## src/rtl/txr_pkg.sv

```systemverilog
package txr_pkg;
  localparam int DESC_BYTES = 8;
  localparam int STAT_OFS   = 2;
  localparam int LENH_OFS   = 4;
  localparam int LENL_OFS   = 5;
  localparam int LEN_W      = 16;

  // status byte values: handed over (owned + start + end) and returned
  localparam logic [7:0] ST_READY = 8'h83;
  localparam logic [7:0] ST_DONE  = 8'h03;

  typedef enum logic [3:0] {
    S_IDLE, S_RSTAT, S_WSTAT, S_RLHI, S_WLHI, S_RLLO, S_WLLO,
    S_RBYTE, S_WBYTE, S_PUSH, S_WBACK, S_NEXT
  } st_e;

  typedef enum logic [1:0] {AK_STAT, AK_LENH, AK_LENL, AK_BUF} akind_e;
endpackage

```

## src/rtl/txr_len.sv

```systemverilog
module txr_len
  import txr_pkg::*;
(
  input  logic [7:0]       len_hi,
  input  logic [7:0]       len_lo,
  output logic [LEN_W-1:0] count
);
  logic [LEN_W-1:0] stored;
  assign stored = {len_hi, len_lo};
  // stored value is the negated length; negate it back
  assign count  = ~stored + LEN_W'(1);
endmodule

```

## src/rtl/txr_addr.sv

```systemverilog
module txr_addr
  import txr_pkg::*;
#(
  parameter int ADDR_W    = 32,
  parameter int RING_LOG  = 2,
  parameter int BUF_BYTES = 64
) (
  input  akind_e              kind,
  input  logic [RING_LOG-1:0] idx,
  input  logic [LEN_W-1:0]    ofs,
  input  logic [ADDR_W-1:0]   ring_base,
  input  logic [ADDR_W-1:0]   buf_base,
  output logic [ADDR_W-1:0]   addr
);
  localparam int DESC_SH = $clog2(DESC_BYTES);

  logic [ADDR_W-1:0] desc_at;
  logic [ADDR_W-1:0] buf_at;

  assign desc_at = ring_base + (ADDR_W'(idx) << DESC_SH);
  assign buf_at  = buf_base + ADDR_W'(idx) * ADDR_W'(BUF_BYTES);

  always_comb begin
    case (kind)
      AK_LENH: addr = desc_at + ADDR_W'(LENH_OFS);
      AK_LENL: addr = desc_at + ADDR_W'(LENL_OFS);
      AK_BUF:  addr = buf_at + ADDR_W'(ofs);
      default: addr = desc_at + ADDR_W'(STAT_OFS);
    endcase
  end
endmodule

```

## src/rtl/txr_ptr.sv

```systemverilog
module txr_ptr #(
  parameter int RING_LOG = 2
) (
  input  logic                clk,
  input  logic                rst_n,
  input  logic                scan_start,
  input  logic                scan_step,
  input  logic                frame_done,
  output logic [RING_LOG-1:0] ring_ptr,
  output logic [RING_LOG-1:0] scan_idx,
  output logic                scan_last
);
  localparam int SIZE = 1 << RING_LOG;
  localparam logic [RING_LOG-1:0] VISITS = RING_LOG'(SIZE - 1);

  logic [RING_LOG-1:0] left_q;

  // the index width itself is the modulo mask
  always_ff @(posedge clk) begin
    if (!rst_n) begin
      ring_ptr <= '0;
      scan_idx <= '0;
      left_q   <= '0;
    end else begin
      if (frame_done) ring_ptr <= ring_ptr + 1'b1;
      if (scan_start) begin
        scan_idx <= ring_ptr;
        left_q   <= VISITS;
      end else if (scan_step) begin
        scan_idx <= scan_idx + 1'b1;
        left_q   <= left_q - 1'b1;
      end
    end
  end

  assign scan_last = (left_q == RING_LOG'(1));

  // never step past the final visit of a pass
  p_step_bound_r3: assert property (@(posedge clk) disable iff (!rst_n)
    scan_step |-> (left_q > RING_LOG'(1)));
endmodule

```

## src/rtl/txr_fsm.sv

```systemverilog
module txr_fsm
  import txr_pkg::*;
(
  input  logic             clk,
  input  logic             rst_n,
  input  logic             kick,
  output logic             busy,
  output logic             mem_req,
  output logic             mem_we,
  output logic [7:0]       mem_wdata,
  input  logic             mem_gnt,
  input  logic [7:0]       mem_rdata,
  output akind_e           kind,
  output logic [LEN_W-1:0] ofs,
  output logic [7:0]       len_hi,
  input  logic [LEN_W-1:0] conv_count,
  output logic             pkt_valid,
  input  logic             pkt_ready,
  output logic [7:0]       pkt_data,
  output logic             pkt_last,
  output logic             frame_sent,
  output logic             scan_start,
  output logic             scan_step,
  output logic             frame_done,
  input  logic             scan_last
);
  st_e              st_q, st_d;
  logic [7:0]       lenh_q, data_q;
  logic [LEN_W-1:0] cnt_q, ofs_q;
  logic             last_q, sent_q;

  always_comb begin
    st_d       = st_q;
    scan_start = 1'b0;
    scan_step  = 1'b0;
    case (st_q)
      S_IDLE:  if (kick) begin
                 st_d       = S_RSTAT;
                 scan_start = 1'b1;
               end
      S_RSTAT: if (mem_gnt) st_d = S_WSTAT;
      S_WSTAT: st_d = (mem_rdata == ST_READY) ? S_RLHI : S_NEXT;
      S_RLHI:  if (mem_gnt) st_d = S_WLHI;
      S_WLHI:  st_d = S_RLLO;
      S_RLLO:  if (mem_gnt) st_d = S_WLLO;
      S_WLLO:  st_d = (conv_count == '0) ? S_WBACK : S_RBYTE;
      S_RBYTE: if (mem_gnt) st_d = S_WBYTE;
      S_WBYTE: st_d = S_PUSH;
      S_PUSH:  if (pkt_ready) st_d = last_q ? S_WBACK : S_RBYTE;
      S_WBACK: if (mem_gnt) st_d = S_NEXT;
      S_NEXT:  if (scan_last) st_d = S_IDLE;
               else begin
                 scan_step = 1'b1;
                 st_d      = S_RSTAT;
               end
      default: st_d = S_IDLE;
    endcase
  end

  assign frame_done = (st_q == S_WBACK) && mem_gnt;

  always_ff @(posedge clk) begin
    if (!rst_n) begin
      st_q   <= S_IDLE;
      lenh_q <= '0;
      data_q <= '0;
      cnt_q  <= '0;
      ofs_q  <= '0;
      last_q <= 1'b0;
      sent_q <= 1'b0;
    end else begin
      st_q   <= st_d;
      sent_q <= frame_done;
      if (st_q == S_WLHI) lenh_q <= mem_rdata;
      if (st_q == S_WLLO) begin
        cnt_q <= conv_count;
        ofs_q <= '0;
      end
      if (st_q == S_WBYTE) begin
        data_q <= mem_rdata;
        last_q <= ((ofs_q + 1'b1) == cnt_q);
      end
      if (st_q == S_PUSH && pkt_ready) ofs_q <= ofs_q + 1'b1;
    end
  end

  always_comb begin
    case (st_q)
      S_RLHI:  kind = AK_LENH;
      S_RLLO:  kind = AK_LENL;
      S_RBYTE: kind = AK_BUF;
      default: kind = AK_STAT;
    endcase
  end

  assign mem_req    = (st_q == S_RSTAT) || (st_q == S_RLHI) || (st_q == S_RLLO) ||
                      (st_q == S_RBYTE) || (st_q == S_WBACK);
  assign mem_we     = (st_q == S_WBACK);
  assign mem_wdata  = (st_q == S_WBACK) ? ST_DONE : 8'h00;
  assign ofs        = ofs_q;
  assign len_hi     = lenh_q;
  assign busy       = (st_q != S_IDLE);
  assign pkt_valid  = (st_q == S_PUSH);
  assign pkt_data   = data_q;
  assign pkt_last   = last_q;
  assign frame_sent = sent_q;

  p_req_hold_r10: assert property (@(posedge clk) disable iff (!rst_n)
    (mem_req && !mem_gnt) |=> (mem_req && $stable(mem_we) && $stable(mem_wdata) &&
                               $stable(kind) && $stable(ofs)));

  p_pkt_hold_r7: assert property (@(posedge clk) disable iff (!rst_n)
    (pkt_valid && !pkt_ready) |=> (pkt_valid && $stable(pkt_data) && $stable(pkt_last)));

  p_kick_busy_r2: assert property (@(posedge clk) disable iff (!rst_n)
    (!busy && kick) |=> busy);

  p_sent_pulse_r9: assert property (@(posedge clk) disable iff (!rst_n)
    frame_sent |=> !frame_sent);
endmodule

```

## src/rtl/txring_scan.sv

```systemverilog
module txring_scan
  import txr_pkg::*;
#(
  parameter int RING_LOG  = 2,
  parameter int ADDR_W    = 32,
  parameter int BUF_BYTES = 64
) (
  input  logic                clk,
  input  logic                rst_n,
  input  logic                kick,
  input  logic [ADDR_W-1:0]   ring_base,
  input  logic [ADDR_W-1:0]   buf_base,
  output logic                busy,
  output logic [RING_LOG-1:0] ring_ptr,
  output logic                frame_sent,
  output logic                mem_req,
  output logic                mem_we,
  output logic [ADDR_W-1:0]   mem_addr,
  output logic [7:0]          mem_wdata,
  input  logic                mem_gnt,
  input  logic [7:0]          mem_rdata,
  output logic                pkt_valid,
  input  logic                pkt_ready,
  output logic [7:0]          pkt_data,
  output logic                pkt_last
);
  akind_e              kind;
  logic [LEN_W-1:0]    ofs, conv_count;
  logic [7:0]          len_hi;
  logic [RING_LOG-1:0] scan_idx;
  logic                scan_start, scan_step, frame_done, scan_last;

  txr_fsm u_fsm (
    .clk(clk), .rst_n(rst_n), .kick(kick), .busy(busy),
    .mem_req(mem_req), .mem_we(mem_we), .mem_wdata(mem_wdata),
    .mem_gnt(mem_gnt), .mem_rdata(mem_rdata),
    .kind(kind), .ofs(ofs), .len_hi(len_hi), .conv_count(conv_count),
    .pkt_valid(pkt_valid), .pkt_ready(pkt_ready), .pkt_data(pkt_data),
    .pkt_last(pkt_last), .frame_sent(frame_sent),
    .scan_start(scan_start), .scan_step(scan_step),
    .frame_done(frame_done), .scan_last(scan_last)
  );

  txr_ptr #(.RING_LOG(RING_LOG)) u_ptr (
    .clk(clk), .rst_n(rst_n), .scan_start(scan_start), .scan_step(scan_step),
    .frame_done(frame_done), .ring_ptr(ring_ptr), .scan_idx(scan_idx),
    .scan_last(scan_last)
  );

  txr_addr #(.ADDR_W(ADDR_W), .RING_LOG(RING_LOG), .BUF_BYTES(BUF_BYTES)) u_addr (
    .kind(kind), .idx(scan_idx), .ofs(ofs), .ring_base(ring_base),
    .buf_base(buf_base), .addr(mem_addr)
  );

  // the low length byte is converted as it arrives
  txr_len u_len (
    .len_hi(len_hi), .len_lo(mem_rdata), .count(conv_count)
  );

  p_ptr_step_r9: assert property (@(posedge clk) disable iff (!rst_n)
    frame_sent |-> (ring_ptr == $past(ring_ptr) + 1'b1));

  p_ptr_hold_r9: assert property (@(posedge clk) disable iff (!rst_n)
    !frame_sent |-> (ring_ptr == $past(ring_ptr)));

  p_idle_quiet_r2: assert property (@(posedge clk) disable iff (!rst_n)
    !busy |=> (!pkt_valid && !frame_sent));
endmodule

```

## config.mk

```make
export PLATFORM = sky130hd
export DESIGN_NAME = txring_scan
export DESIGN_NICKNAME = d
export VERILOG_FILES = /design/src/rtl/txr_pkg.sv /design/src/rtl/txr_len.sv /design/src/rtl/txr_addr.sv /design/src/rtl/txr_ptr.sv /design/src/rtl/txr_fsm.sv /design/src/rtl/txring_scan.sv
export SDC_FILE = /design/constraint.sdc
export NUM_CORES = 1
export LEC_CHECK = 0
export ABC_AREA = 1
export BUFFER_PORTS_ARGS = -buffer_cell sky130_fd_sc_hd__buf_4
export CORE_UTILIZATION = 30
export CTS_BUF_LIST = sky130_fd_sc_hd__clkbuf_8
export CTS_CLUSTER_DIAMETER = 150
export CTS_CLUSTER_SIZE = 30
export DETAILED_ROUTE_END_ITERATION = 16
export MAX_ROUTING_LAYER = met4
export PLACE_DENSITY = 0.51
export SYNTH_ARGS = -nofsm -noshare
export SYNTH_HDL_FRONTEND = slang
export SYNTH_SLANG_ARGS = --single-unit
```

## constraint.sdc

```tcl
create_clock -name clk -period 7.8 [get_ports clk]
set_clock_uncertainty 0.2 [all_clocks]
set_input_delay 0 -clock clk [delete_from_list [all_inputs] [get_ports clk]]
set_output_delay 0 -clock clk [all_outputs]
set_load 0.005 [all_outputs]
```

==> impl_metrics.ini, run 1 <==
[timing]
rsz0062_at_grt = no
tightest_slew_ps = 979
fin_crit_sh = 0.470
finalHoldViolations = 0
max_freq_mhz = 273
relSlewSlack = 0.347
fin_setup_tns_ps = 0
setup_viol = 0
drv_slew = 0
min_period_ps = 3670

[die]
die_h_um = 172
ios = 133
initial_utilization = 0.308
fp.dieArea_um2 = 29400
dieWidth_um = 172
core_um2 = 28000
rows = 61

[finish]
area_growth_pct = 19.3
final_cell_mix = nand2_1 (398), inv_1 (165), nand3_1 (165), nor2_1 (153), buf_4 (130)
final_net_count = 1757
stdcell_count = 2018
diodes = 0
drive_gt1_frac = 0.156
final_common_cell = nand2_1

[placement]
io_buffers = 126
globalplace.congestion = 0.950
dp_hpwl_um = 26100
dp_cells = 1986

[routing]
drtIter0Drc = 601
wl_per_cell_um = 15.6
firstDrtPassIters = 5
drt_wl_total_um = 31500
via_count = 10151
ant_nets = 0
drt-vias-per-instance = 5.03
drc = 0

[logic_synthesis]
ys.flop_type = dfxtp_1
syn_inst = 1507
avgSynthCellArea_um2 = 5.73
yosys_warnings = 0
syn_area_um2 = 8630
yosysUniqueCellTypes = 56
synth-edff-count = 0
synth-async-reset-ratio = 0
ys_ff_latch = 60
ys_seq_area_frac = 0.139

[critical_path]
worstPathRequired_ps = 7600
path_max_fanout = 11
crit_slowest_cell = nor2_1
slowest_delay_ps = 540
r2r_start = u_fsm.st_q[3]
start_kind = flip-flop
crit_top_cell = nand2_1
crit_start = u_ptr.scan_idx[1]
path_delay_family = simple AND/OR/NAND/NOR gates
cp-end-kind = output pin
critPathKind = reg2out
crit_chain = fa_1, nand3_1, nor2_2, nand3_1, nand2_1, nand2_2, nor2_2, nand2_1, nor2_1, nand2_1, xor2_1, nand2_1, nand4_1, buf_4
arrival_ps = 3470
crit_buf_inv = 1

[clock_tree]
cts_htree_levels = 3
clock_sinks = 60
clock_latency_ps = 340
cts_root_buffer = clkbuf_8
cts_setup_buffers = 0
cts.clk_slew.worst_paths_ps = 70
numCtsBuffers = 9
cts_tree = done
cts_resized = 0
clk_path_buf_depth = 2

[min_path]
hold_start = pkt_ready
hp-class = in2reg

[grt]
grt_pass1_vias = 9203
grt_antenna_before_repair = 0
grt_max_degree = 40
grt_pass1_wl_um = 49400
track_usage = 0.220
grt-ovfl-total = 0

[power]
p_per_area_nw_per_um2 = 130
p_total_mw = 1.34
leakagePower_nw = 4.58
peakVddDrop_uv = 137

[run]
maxCapViolations = 0

[status]
status = finished clean
==> tightest hold or removal path: cells and delay by family <==
family	cells	cell delay (ps)
buffers and inverters	2	130
AOI/OAI and AO/OA	1	60
and+or+nand+nor	3	340
==> cells in the mapped netlist (2+ instances only) <==
library cell	count	area share
a21o_1	5	0.0044
or2_2	9	0.0065
buf_2	5	0.0029
clkbuf_1	16	0.0070
o21a_1	2	0.0017
o21ai_0	100	0.058
buf_6	2	0.0026
a31oi_1	4	0.0029
xnor2_1	12	0.012
nor2_4	17	0.022
o211ai_1	12	0.010
nor2_1	153	0.067
nand2_4	3	0.0039
inv_2	13	0.0057
xor2_1	26	0.026
clkinv_1	6	0.0026
nand3b_1	3	0.0026
nor2_2	24	0.017
nor4_1	4	0.0029
nand4_1	53	0.038
o21bai_1	4	0.0035
nor3_1	23	0.013
o21ai_1	4	0.0023
fa_1	4	0.0093
buf_4	9	0.0078
inv_1	164	0.071
dfxtp_1	60	0.14
nand3_1	165	0.096
o21bai_2	2	0.0026
nand3_2	6	0.0070
nor3b_1	2	0.0017
o221ai_1	2	0.0020
buf_1	2	0.00087
nand2_1	398	0.17
nor3_4	3	0.0057
o2111ai_1	4	0.0041
nand2_2	25	0.018
ha_1	41	0.059
a21oi_1	97	0.056
nor2_8	4	0.0093
o22ai_1	4	0.0029
==> per-layer routing <==
metal | up-vias | part of all wire | track usage
li1 | 5256 | - | -
met1 | 4598 | 0.48 | 0.289
met2 | 261 | 0.45 | 0.351
met3 | 36 | 0.051 | 0.0265
met4 | 0 | 0.023 | 0.0668
met5 | - | 0 | -
==> metrics by stage <==
| step | instance area (um^2) | util | worst slack (ps) | hold slack [ps] |
|---|---|---|---|---|
| CTS | 10300 | 0.367 | 4160 | 32.9 |
| finish | 10300 | 0.367 | 4130 | 42.2 |
| global route | 10300 | 0.367 | 3770 | 98.1 |
| global placement | 9910 | 0.354 | 4580 | 90.9 |
| detailed placement | 9910 | 0.354 | 4540 | 92.4 |
| floorplan | 8650 | - | 5210 | -117 |
==> path summary, 6_finish.rpt <==
kind	end	slack, ps	depth (start not counted)
setup reg to reg	u_fsm.st_q[2]	5060	7
setup / recovery	mem_addr[20]	4130	14
hold reg to reg	u_ptr.left_q[0]	270	1
hold / removal	u_fsm.st_q[3]	40	6
==> kinds of logic after synthesis <==
group / after synthesis / share of synthesized area
AOI/OAI and AO/OA: 250 / 0.163
xor gates and xnor gates: 39 / 0.0412
adders and majority gates: 45 / 0.0687
buffers and inverters: 217 / 0.101
DFF: 60 / 0.139
other: 1 / 0.000435
and+or+nand+nor: 895 / 0.487
==> power breakdown <==
part	total [mW]	internal, mW	switching [mW]
Sequential	0.370	0.339	0.0316
Clock	0.315	0.186	0.129
Combinational	0.654	0.256	0.398
Total	1.34	0.780	0.558
==> registers in the layout, indices dropped and copies added (netlist names) <==
| register | cells |
|---|---|
| u_fsm.pkt_last | 1 |
| u_ptr.scan_idx | 2 |
| u_ptr.left_q | 2 |
| u_ptr.ring_ptr | 2 |
| u_fsm.st_q | 4 |
| u_fsm.frame_sent | 1 |
| u_fsm.pkt_data | 8 |
| u_fsm.len_hi | 8 |
| u_fsm.ofs | 16 |
| u_fsm.cnt_q | 16 |
==> cell type report <==
cell class | instances | area [um^2]
fill | 3152 | 17700
multi-input combinational | 1235 | 6580
sequential | 60 | 1200
timing repair buffer | 146 | 1140
inverter | 183 | 687
tap | 378 | 473
clock buffer | 10 | 138
clock inverter | 6 | 78.8
==> timing repair <==
action / 4_1_cts / 5_1_grt
hold endpoints to repair: 42 / 0
hold buffers: 16 / 0
setup endpoints to repair: 0 / 0
Note: power is estimated with default switching activity, not from simulation.
==> run 2: changes to the inputs <==
ABC_AREA = 0   (was 1)
clock period = 3.7 ns   (was 7.8 ns; I/O delays follow)
==> run 2 against run 1 <==
The run now ends with setup timing left. Global-route usage fell by 0.14 points. Die area fell by 8.0%. Setup slack got worse by 4400 ps. Sequential power rose by 120%. Critical path type unchanged.
==> impl_metrics.ini, run 2 <==
[logic_synthesis]
synth-edff-count = 0
yosysTopAreaCellShare = 0.151
yosys_warnings = 0
syn_inst = 1148
yosys.area.top_type = dfxtp_1
ys_ff_latch = 60
yosysUniqueCellTypes = 77
synth_area_leaders = dfxtp_1 (15%), xnor2_1 (7.3%), xor2_1 (6.6%)
avgSynthCellArea_um2 = 6.91
synth.most_common_cell = nand2_1
ys.flop_type = dfxtp_1
synthTopCellsByCount = nand2_1 (130), nor2_1 (89), o21ai_0 (79)
ys_seq_area_frac = 0.151
syn_area_um2 = 7940
synth-async-reset-ratio = 0

[routing]
wl_met3_um = 1690
drtIter0Drc = 526
top_layer = met4
drc = 0
drt-vias-per-instance = 5.39
met1Wirelength_um = 13500
wl_met2_um = 13300
ant_nets = 0
drt_wl_total_um = 28900
wl_per_cell_um = 17.2
firstDrtPassIters = 5
via_count = 9053

[clock_tree]
cts_htree_levels = 3
cts_tree = done
numCtsBuffers = 9
clock_sinks = 60
cts_root_buffer = clkbuf_8
clk_path_buf_depth = 2
clock_latency_ps = 360
cts.clk_slew.worst_paths_ps = 70

[critical_path]
reg2reg_setup_slack_ps = 680
r2r_start = u_fsm.ofs[0]
start_kind = flip-flop
worstPathRequired_ps = 3500
path_max_fanout = 4
critPathKind = reg2out
cp-endpoint = mem_addr[31]
arrival_ps = 3810
rr_endpoint = u_fsm.pkt_last
cp-end-kind = output pin
rr_worst_depth = 11
crit_start = u_ptr.scan_idx[0]

[timing]
max_freq_mhz = 249
setup_slack_ps = -311
min_period_ps = 4010
drv_slew = 0
rsz0062_at_grt = yes
setup_viol = 18
tightest_slew_ps = 649
finalHoldViolations = 0
relSlewSlack = 0.566
fin_crit_sh = 1.08

[die]
die_h_um = 165
rows = 59
ios = 133
initial_utilization = 0.305
core_um2 = 26000
dieWidth_um = 165
fp.dieArea_um2 = 27100

[power]
leakagePower_nw = 4.20
peakVddDrop_uv = 274
p_per_area_nw_per_um2 = 318

[grt]
grt_pass1_wl_um = 45100
track_usage = 0.219
grt_max_degree = 61
grt-ovfl-total = 0
grt_pass1_vias = 8458
grt_antenna_before_repair = 0

[finish]
final_common_cell = buf_4
utilization = 0.407
n_fill_cell = 2770
area_growth_pct = 33.1
final_net_count = 1462
diodes = 0
drive_gt1_frac = 0.248
final_cell_mix = buf_4 (232), nand2_1 (127), nor2_1 (80), o21ai_0 (66), xnor2_1 (66)

[placement]
dpl_worst_slack_ps = -43.8
dp_hpwl_um = 22900
globalplace.congestion = 0.966
io_buffers = 126

[min_path]
hold_start = ring_base[0]
hold_path_depth = 4
hp-class = in2out

[run]
maxCapViolations = 0

[status]
status = complete, but fails checks
violations = setup timing
run 2: cell count changes after synthesis, moves of 26 or more:
cell,before,now
nand2_1,398,130
inv_1,164,26
nand3_1,165,66
nor2_1,153,89
xnor2_1,12,66
clkbuf_1,16,58
nand4_1,53,19
xor2_1,26,60
and3_1,0,26
run 2: through the flow:
step	hold WS (ps)	setup TNS, ps	power [mW]	std cells	area (um^2)
after floorplan	-96.0	0	1.84	1153	7960
after global placement	64.7	-53.9	2.60	1634	9730
after detailed placement	73.6	-61.4	2.61	1634	9730
after CTS	202	-1920	3.29	1671	10300
after global routing	219	-6260	3.60	1680	10600
final	199	-2590	3.35	1680	10600
run 2: power by group:
part	leakage (nW)	internal (mW)	switching, mW	total (mW)
Sequential	0.486	0.724	0.0992	0.823
Combinational	3.61	0.848	1.07	1.91
Clock	0.0958	0.314	0.302	0.616
run 2: kinds of logic (layout without fill, tap and decap cells):
| logic type | Yosys count | after routing | synth area share |
|---|---|---|---|
| AO/OA/AOI/OAI | 310 | 310 | 0.250 |
| XOR/XNOR | 126 | 126 | 0.139 |
| adder cells (fa/ha/maj) | 45 | 45 | 0.0747 |
| buffers and inverters | 102 | 294 | 0.0535 |
| flip-flops | 60 | 60 | 0.151 |
| multiplexers | 9 | 9 | 0.0117 |
| other | 1 | 6 | 0.000473 |
| AND/OR/NAND/NOR | 495 | 495 | 0.319 |
run 2: layout make-up:
type / count / area (um^2) / area share
Clock buffer: 9 / 124 / 0.0117
Clock inverter: 7 / 76.3 / 0.00722
Inverter: 26 / 97.6 / 0.00924
Multi-Input combinational cell: 991 / 6680 / 0.632
Sequential cell: 60 / 1200 / 0.114
Tap cell: 335 / 419 / 0.0397
Timing Repair Buffer: 252 / 1970 / 0.186
run 2: worst min-delay path by stage:
stage	endpoint	slack [ps]
2_1_floorplan	mem_addr[0]	-100
3_3_place_gp	u_fsm.frame_sent	60
3_5_place_dp	u_fsm.frame_sent	70
4_1_cts	mem_addr[0]	200
5_1_grt	mem_addr[0]	220
6_report	mem_addr[0]	200
run 2: what timing repair did:
action	4_1_cts	5_1_grt
setup endpoints to repair	19	22
hold endpoints to repair	59	0
pin swaps	21	27
buffers inserted	8	9
resized for setup	45	52
hold buffers	13	0
run 2: metal layers:
metal,global-route usage,up-vias
met2,0.352,263
li1,-,4543
met1,0.293,4220
met3,0.0259,27
met5,-,-
met4,0.0471,0
run 2: critical path, cell delays in order (launching register included):
cell	delay (ps)
dfxtp_2	350
ha_4	140
fa_2	230
nand4_4	90
or4_4	530
or4_4	510
a22oi_4	140
or4b_4	480
and4bb_2	370
a21oi_2	70
nor4_2	270
o22ai_1	120
buf_4	150
